===== src/rtl/wdog_pkg.sv =====
package wdog_pkg;
  // Window-size encodings: allowed share of the period before the match
  typedef enum logic [1:0] {
    WS_75  = 2'b00,
    WS_50  = 2'b01,
    WS_375 = 2'b10,
    WS_25  = 2'b11
  } win_size_e;

  localparam int unsigned BASE_W_DEF = 5;   // 32 ticks base period
  localparam int unsigned PS_MAX_DEF = 20;  // largest postscaler exponent
  localparam int unsigned PS_W_DEF   = 5;
endpackage


===== src/rtl/wdog_limits.sv =====
module wdog_limits #(
  parameter int unsigned BASE_W = 5,
  parameter int unsigned PS_MAX = 20,
  parameter int unsigned PS_W   = 5,
  parameter int unsigned CNT_W  = BASE_W + PS_MAX
) (
  input  logic [PS_W-1:0]  ps_code,
  input  logic [1:0]       win_size,
  output logic [CNT_W-1:0] lim,
  output logic [CNT_W-1:0] thr
);
  import wdog_pkg::*;
  localparam int unsigned PER_W = CNT_W + 1;

  logic [PS_W-1:0]  n_eff;
  logic [PER_W-1:0] per;
  logic [PER_W-1:0] quarter;
  logic [PER_W-1:0] eighth;
  logic [PER_W-1:0] thr_w;

  assign n_eff   = (ps_code > PS_W'(PS_MAX)) ? PS_W'(PS_MAX) : ps_code;
  assign per     = PER_W'(1) << (int'(n_eff) + int'(BASE_W));
  assign quarter = per >> 2;
  assign eighth  = per >> 3;
  assign lim     = CNT_W'(per - PER_W'(1));

  always_comb begin
    unique case (win_size_e'(win_size))
      WS_25:   thr_w = per - quarter;
      WS_375:  thr_w = per - quarter - eighth;
      WS_50:   thr_w = per >> 1;
      default: thr_w = quarter;
    endcase
  end

  assign thr = CNT_W'(thr_w);
endmodule


===== src/rtl/wdog_counter.sv =====
module wdog_counter #(
  parameter int unsigned BASE_W = 5,
  parameter int unsigned PRE_W  = 20,
  parameter int unsigned CNT_W  = BASE_W + PRE_W
) (
  input  logic             clk,
  input  logic             rst_n,
  input  logic             clr,
  input  logic             step,
  output logic [CNT_W-1:0] cnt
);
  logic [BASE_W-1:0] base_q, base_d;
  logic [PRE_W-1:0]  pre_q,  pre_d;
  logic              carry;

  assign carry = &base_q;

  always_comb begin
    base_d = base_q;
    pre_d  = pre_q;
    if (clr) begin
      base_d = '0;
      pre_d  = '0;
    end else if (step) begin
      base_d = base_q + BASE_W'(1);
      if (carry) pre_d = pre_q + PRE_W'(1);
    end
  end

  always_ff @(posedge clk or negedge rst_n) begin
    if (!rst_n) begin
      base_q <= '0;
      pre_q  <= '0;
    end else begin
      base_q <= base_d;
      pre_q  <= pre_d;
    end
  end

  assign cnt = {pre_q, base_q};
endmodule


===== src/rtl/wdog_window.sv =====
module wdog_window #(
  parameter int unsigned BASE_W = wdog_pkg::BASE_W_DEF,
  parameter int unsigned PS_MAX = wdog_pkg::PS_MAX_DEF,
  parameter int unsigned PS_W   = wdog_pkg::PS_W_DEF
) (
  input  logic            clk,
  input  logic            rst_n,
  input  logic            tick_en,
  input  logic            cfg_force_en,
  input  logic            sw_en_wr,
  input  logic            sw_en_val,
  input  logic [PS_W-1:0] ps_code,
  input  logic            win_en,
  input  logic [1:0]      win_size,
  input  logic            clr_req,
  input  logic            sleep_mode,
  input  logic            idle_mode,
  input  logic            dbg_halt,
  input  logic            dbg_clr,
  input  logic            wake_irq,
  output logic            rst_req,
  output logic            nmi_wake,
  output logic            tmo_pulse,
  output logic            en_stat
);
  localparam int unsigned CNT_W = BASE_W + PS_MAX;

  // reset synchronizer: asynchronous assert, synchronous release
  logic rst_s1, rst_s2;
  always_ff @(posedge clk or negedge rst_n) begin
    if (!rst_n) begin
      rst_s1 <= 1'b0;
      rst_s2 <= 1'b0;
    end else begin
      rst_s1 <= 1'b1;
      rst_s2 <= rst_s1;
    end
  end

  logic [CNT_W-1:0] cnt, lim, thr;
  logic en, en_sw_q, en_sw_d;
  logic lowpwr, step, early, clr_ok, tmo, cnt_clr;
  logic rst_d, nmi_d, tmo_d;
  logic rst_q, nmi_q, tmo_q;

  wdog_limits #(
    .BASE_W(BASE_W), .PS_MAX(PS_MAX), .PS_W(PS_W), .CNT_W(CNT_W)
  ) u_lim (
    .ps_code (ps_code),
    .win_size(win_size),
    .lim     (lim),
    .thr     (thr)
  );

  wdog_counter #(
    .BASE_W(BASE_W), .PRE_W(PS_MAX), .CNT_W(CNT_W)
  ) u_cnt (
    .clk  (clk),
    .rst_n(rst_s2),
    .clr  (cnt_clr),
    .step (step),
    .cnt  (cnt)
  );

  // next-state logic
  always_comb begin
    en_sw_d = sw_en_wr ? sw_en_val : en_sw_q;
    en      = cfg_force_en | en_sw_q;
    lowpwr  = sleep_mode | idle_mode;
    step    = en & tick_en & ~dbg_halt;
    early   = en & clr_req & win_en & (cnt < thr);
    clr_ok  = en & clr_req & ~early;
    tmo     = step & (cnt == lim) & ~clr_req;
    cnt_clr = ~en | clr_ok | early | dbg_clr | wake_irq | tmo;
    rst_d   = (tmo & ~lowpwr) | early;
    nmi_d   = tmo & lowpwr;
    tmo_d   = tmo | early;
  end

  // registers
  always_ff @(posedge clk or negedge rst_s2) begin
    if (!rst_s2) begin
      en_sw_q <= 1'b0;
      rst_q   <= 1'b0;
      nmi_q   <= 1'b0;
      tmo_q   <= 1'b0;
    end else begin
      en_sw_q <= en_sw_d;
      rst_q   <= rst_d;
      nmi_q   <= nmi_d;
      tmo_q   <= tmo_d;
    end
  end

  assign rst_req   = rst_q;
  assign nmi_wake  = nmi_q;
  assign tmo_pulse = tmo_q;
  assign en_stat   = en;
endmodule


===== config.mk =====
export PLATFORM = sky130hd
export DESIGN_NAME = wdog_window
export DESIGN_NICKNAME = d
export VERILOG_FILES = /design/src/rtl/wdog_pkg.sv /design/src/rtl/wdog_limits.sv /design/src/rtl/wdog_counter.sv /design/src/rtl/wdog_window.sv
export SDC_FILE = /design/constraint.sdc
export NUM_CORES = 1
export LEC_CHECK = 0
export BUFFER_PORTS_ARGS = -buffer_cell sky130_fd_sc_hd__buf_2
export CAP_MARGIN = 5
export CORE_MARGIN = 3
export CORE_UTILIZATION = 58
export DETAILED_ROUTE_END_ITERATION = 8
export PLACE_DENSITY = 0.79
export SKIP_LAST_GASP = 1
export SLEW_MARGIN = 15
export SYNTH_ARGS = -nofsm -noshare
export SYNTH_HDL_FRONTEND = slang
export SYNTH_SLANG_ARGS = --single-unit

===== constraint.sdc =====
create_clock -name clk -period 0.8 [get_ports clk]
set_input_delay 0.04 -clock clk [delete_from_list [all_inputs] [get_ports clk]]
set_output_delay 0.04 -clock clk [all_outputs]
set_load 0.02 [all_outputs]

==> results.md, run 1 <==
* Status: stopped before the end
* Failing step: global routing (5_1_grt)
* First Err: [ERROR DPL-0038] Utilization greater than 100%, impossible to legalize
* Post-synth EDFFs at 0
* Worst EP kind: register input
* Synthesized area at 5894 sq um
* Part of the Yosys area used for sequential elements at a little over an eighth
* Mapped Avg Cell Area at 7.405 sq um
* Pre-CTS setup slack at -4.967 ns
* Starting density of the core at between 60% and 70%
* #FFs+latches synth at 31
* Asr flop ratio synth at 100.0%
* Die Ht at 106.8 microns
* Most used DFF post-synth: dfrtp_1
* Die Wd at 106.8 microns
* Num CTS Buffers at 5
* Pin count of the biggest net entering global routing at 35
* Sink Count at 31
* Worst_ep grt: tmo_pulse$_DFF_PN0_/D
* DP HPWL at 17.96 mm
* IO Port Bufs at 23
* Library cells used by synthesis at 74
* H-tree levels at 2
* Gpl congestion at between 1 and 1.5
* Standard-cell rows at 36
* Buffer depth of the longest clock path at 2
* Top Ports at 24
* Root Driver: clkbuf_8
* Syn Inst Count at 796
* Ys Warns at 0
## metrics by stage
stage                     std cells  area (sq um)  setup TNS [ns]  hold slack, ns  utilization [%]
after detailed placement       1192          8344          -60.70         -0.1706            84.98
after CTS                      1238          9214          -53.86         0.04270            93.83
after floorplan                 810          6256          -44.69         -0.2556                -
after global placement         1192          8344          -58.70         -0.1744            84.98
## kinds of logic after synthesis
family                     count (synthesis)  share of synthesized area [%]
xor gates and xnor gates                  66                          10.27
muxes                                     12                          2.696
and+or+nand+nor                          286                          23.92
other                                      2                         0.1274
buffers and inverters                     74                          4.925
AOI/OAI and AO/OA                        248                          28.30
adders and majority gates                 77                          16.60
DFF                                       31                          13.16
## cells in the mapped netlist, types with 10 or more instances
library cell	number	share of area, %
nand4_1	17	1.8
nor2_1	77	4.9
nand3_1	22	1.9
nor3_1	13	1.1
xor2_1	23	3.4
xnor2_1	41	6.1
a21oi_1	54	4.6
ha_1	75	16
and3_1	15	1.6
o21ai_0	51	4.3
dfrtp_1	31	13
o211ai_1	12	1.5
nor2b_1	11	1.2
clkbuf_1	27	1.7
nand2b_1	10	1.1
o21a_1	18	2.3
inv_1	36	2.3
nand2_1	79	5.0
a21o_1	36	4.6
## what timing repair did
action                     4_1_cts
hold buffers                     5
resized for setup               86
buffers inserted                31
cloned                           3
pin swaps                       47
hold endpoints to repair         4
setup endpoints to repair       32
==> run 2: changes to the inputs <==
--- a/config.mk
+++ b/config.mk
@@ -8,9 +8,9 @@
 export BUFFER_PORTS_ARGS = -buffer_cell sky130_fd_sc_hd__buf_2
 export CAP_MARGIN = 5
 export CORE_MARGIN = 3
-export CORE_UTILIZATION = 58
+export CORE_UTILIZATION = 40
 export DETAILED_ROUTE_END_ITERATION = 8
-export PLACE_DENSITY = 0.79
+export PLACE_DENSITY_LB_ADDON = 0.15
 export SKIP_LAST_GASP = 1
 export SLEW_MARGIN = 15
 export SYNTH_ARGS = -nofsm -noshare
==> constraint.sdc (replaced) <==
create_clock -name clk -period 1.04 [get_ports clk]
set_input_delay 0.052 -clock clk [delete_from_list [all_inputs] [get_ports clk]]
set_output_delay 0.052 -clock clk [all_outputs]
set_load 0.02 [all_outputs]
==> results.md, run 2 <==
* Final period util at 533.9%
* Clock Skew at 0.004911 ns
* Sink Count at 31
* Standard-cell rows at between 40 and 50
* DR vias/cell at between 5 and 6
* Top-area cell type share of the netlist area at about 16%
* Area of the multi-input gates at 5578 sq um
* Final #Nets at 1,219
* DR vias at roughly 7.3k
* Delay of the slowest cell on the worst path at 0.53 ns
* Failing checks: negative setup slack
* Final Instance Area at around 9600 sq um
* Finish-stage setup viols at 29
* Initial DRC Count at around 520
* Slew Limit Fails at 0
* Root Driver: clkbuf_16
* Vias in the first global route at about 7.4k
* Routed wl met3 at 1.455 mm
* Part of the Yosys area used for sequential elements at 13.16%
* Global-route wire length before repair at 36.76 mm
* Net Sw Frac at 39.39%
* Post-synth EDFFs at 0
* Synth top cells by count: nand2_1 (79), nor2_1 (77), ha_1 (75), a21oi_1 (54), o21ai_0 (51)
* Sequential power share at 14.3%
* Detailed-route wire length per cell at 17.76 microns
* Top flop regs: u_cnt.pre_q (20), u_cnt.base_q (5)
* Area Overhead vs Synth at 62.53%
* Internal power at 5.202 mW
* Worst Path Required at 1.20 ns
* Top Metal Used: met4
* Comb power frac at 68.8%
* Most common cell after layout, fill and taps aside: buf_4
* Library cells used by synthesis at 74
* R2R depth at 10
* Starting density of the core at 41.66%
* Worst path slowest cell: or4_1
* Top reg by flops: u_cnt.pre_q
* Crit start category: input port
* DP HPWL at 17.92 mm
* Gr ovfl total at 0
* Placed Area at 8402 sq um
* H-tree levels at 2
* Ys Warns at 0
* Initial antenna violation count at 0
* Setup TNS at -47.85 ns
* Hold path cells at 2
* F_max at 180.1 MHz
* Hold Path Sink: en_sw_q$_DFFE_PN0P_
* Status: finished, violations left
* Cell taking the most area after synthesis: ha_1
* Die area at 16,230 sq um
* Placeable Area at 14,150 sq um
* CTS tree: done
* Final hold viol count at 0
* Register Area at 775.7 sq um
* Top Ports at 24
* Measured slew at the worst slew-check pin at 0.7084 ns
* Top post-synthesis cells by area: ha_1 (16%), dfrtp_1 (13%), xnor2_1 (6.1%)
* Clock Power Share at 16.9%
* Pre-Repair DR Iteration Count at 5
* P_sw at 3.382 mW
* CP Data Arrival Time at 5.71 ns
* WHS at about 0.009 ns
* Pin count of the biggest net entering global routing at 30
* Gpl congestion at between 0.9 and 1
* Buffer depth of the longest clock path at 2
* Met1 Wirelength at 9.896 mm
* CP endpoint kind: flip-flop
* Max reg flops at 20
* Mapped Avg Cell Area at 7.405 sq um
* Most frequent cells in the layout: buf_4 (288), nor2_1 (67), nand2_1 (67), ha_1 (61), o21ai_0 (45)
* Reg-to-reg slack, setup at -1.56 ns
* Worst R2R Start: u_cnt.pre_q[4]$_DFFE_PN0P_
* #FFs+latches synth at 31
* Most used DFF post-synth: dfrtp_1
* Max Cap Violations at 0
* Syn Inst Count at slightly below 800
* Asr flop ratio synth at 100.0%
* Leakage power at 4.698 nW
* Slew headroom at 52.45%
* Post-route minimum period at 5.552 ns
* Share of cells above drive strength 1 at approximately two fifths
* Cell with the most instances after synthesis: nand2_1
* Final setup margin at -4.512 ns
* Unrepaired setup endpoints after global routing: yes
* # DRC at 0
* Post-DRT Antenna Nets at 0
* Clock slew at the register clock pins of the worst setup and hold paths at 0.06 ns
* Worst r2r dst: u_cnt.pre_q[15]$_DFFE_PN0P_
* Die Ht at around 130 microns
* Global Route Usage Sum at roughly 28%
* Setup CP Type: input port to flip-flop
* Die Wd at 127.4 microns
* Power Density at 896.0 nW/um^2
* Synthesized area at 5894 sq um
* Num CTS Buffers at 5
* Clk Latency, worst-skew pair at ~0.28 ns
* Routed met2 length at approximately 11 mm
* Peak supply drop at 0.0008524 V
* Total wire length at 23.15 mm
* Filler instances at 1,206
* Worst Hold Class: input port to flip-flop
* Crit path max fanout at 4
* Most frequent CP cell: buf_4
* Hold_sp: sw_en_val
* IO Port Bufs at 23
## run 2: cell counts after synthesis
No cell type changed its count.
## run 2: how the worst max path moves through the flow
stage / startpoint / endpoint / slack, ns / cells after the start
CTS: ps_code[4] / rst_req$_DFF_PN0_ / -4.41 / 32
detailed placement: ps_code[4] / rst_req$_DFF_PN0_ / -5.14 / 33
finish: ps_code[3] / rst_req$_DFF_PN0_ / -4.51 / 32
global placement: ps_code[4] / rst_req$_DFF_PN0_ / -5.10 / 32
global route: ps_code[3] / rst_req$_DFF_PN0_ / -4.74 / 35
floorplan: ps_code[2] / rst_req$_DFF_PN0_ / -4.11 / 32
## run 2: kinds of logic after synthesis
logic type      count (synthesis)  synth area share (%)
buf+inv                        74                 4.925
xor+xnor                       66                 10.27
other cells                     2                0.1274
mux                            12                 2.696
compound gates                248                 28.30
fa+ha+maj                      77                 16.60
simple gates                  286                 23.92
flops                          31                 13.16
## run 2: what timing repair did
action,in CTS,in global routing
setup endpoints to repair,29,29
cloned,2,0
pin swaps,56,44
hold buffers,3,0
buffers inserted,32,16
gates resized for setup,80,45
endpoints found under the hold margin,3,0
## run 2: power by group through the flow
| stage | sequential (mW) | clock [mW] | combinational [mW] |
|---|---|---|---|
| floorplan | 1.27 | 0 | 2.85 |
| global placement | 1.25 | 0 | 4.70 |
| detailed placement | 1.25 | 0 | 4.81 |
| CTS | 1.23 | 1.47 | 5.43 |
| global route | 1.23 | 1.54 | 6.42 |
| finish | 1.23 | 1.45 | 5.91 |
## run 2: layout make-up
cell class | count | area share (%)
repair buffers | 340 | 28.26
clock buffers | 5 | 1.306
multi-input cells | 705 | 58.22
inverters | 39 | 1.528
diodes | 1 | 0.02612
clock inverters | 3 | 0.2090
well taps | 180 | 2.351
flip-flops and latches | 31 | 8.097
## run 2: layer usage
layer / vias to the layer above / track usage, %
li1: 3550 / -
met1: 3462 / 36.68
met2: 246 / 46.92
met3: 65 / 4.264
met4: 0 / 8.391
met5: - / 0
## run 2: through the flow
stage               power (mW)  utilization, %  instances  setup slack (ns)
finish                   8.584           67.71       1304            -4.512
global route             9.182           67.69       1303            -4.737
CTS                      8.129           65.43       1289            -4.407
detailed placement       6.055           59.38       1244            -5.144
global placement         5.945           59.38       1244            -5.097
floorplan                4.114               -        810            -4.112
## run 2: worst max-delay path: cells and delay by family
family                   cells  cell delay (ns)
AND/OR/NAND/NOR              9             1.51
AO/OA/AOI/OAI               10             1.50
buffers and inverters        7             1.01
adder cells (fa/ha/maj)      3             0.85
multiplexers                 1             0.48
XOR/XNOR                     2             0.28
Note: power is estimated with default switching activity, not from simulation.
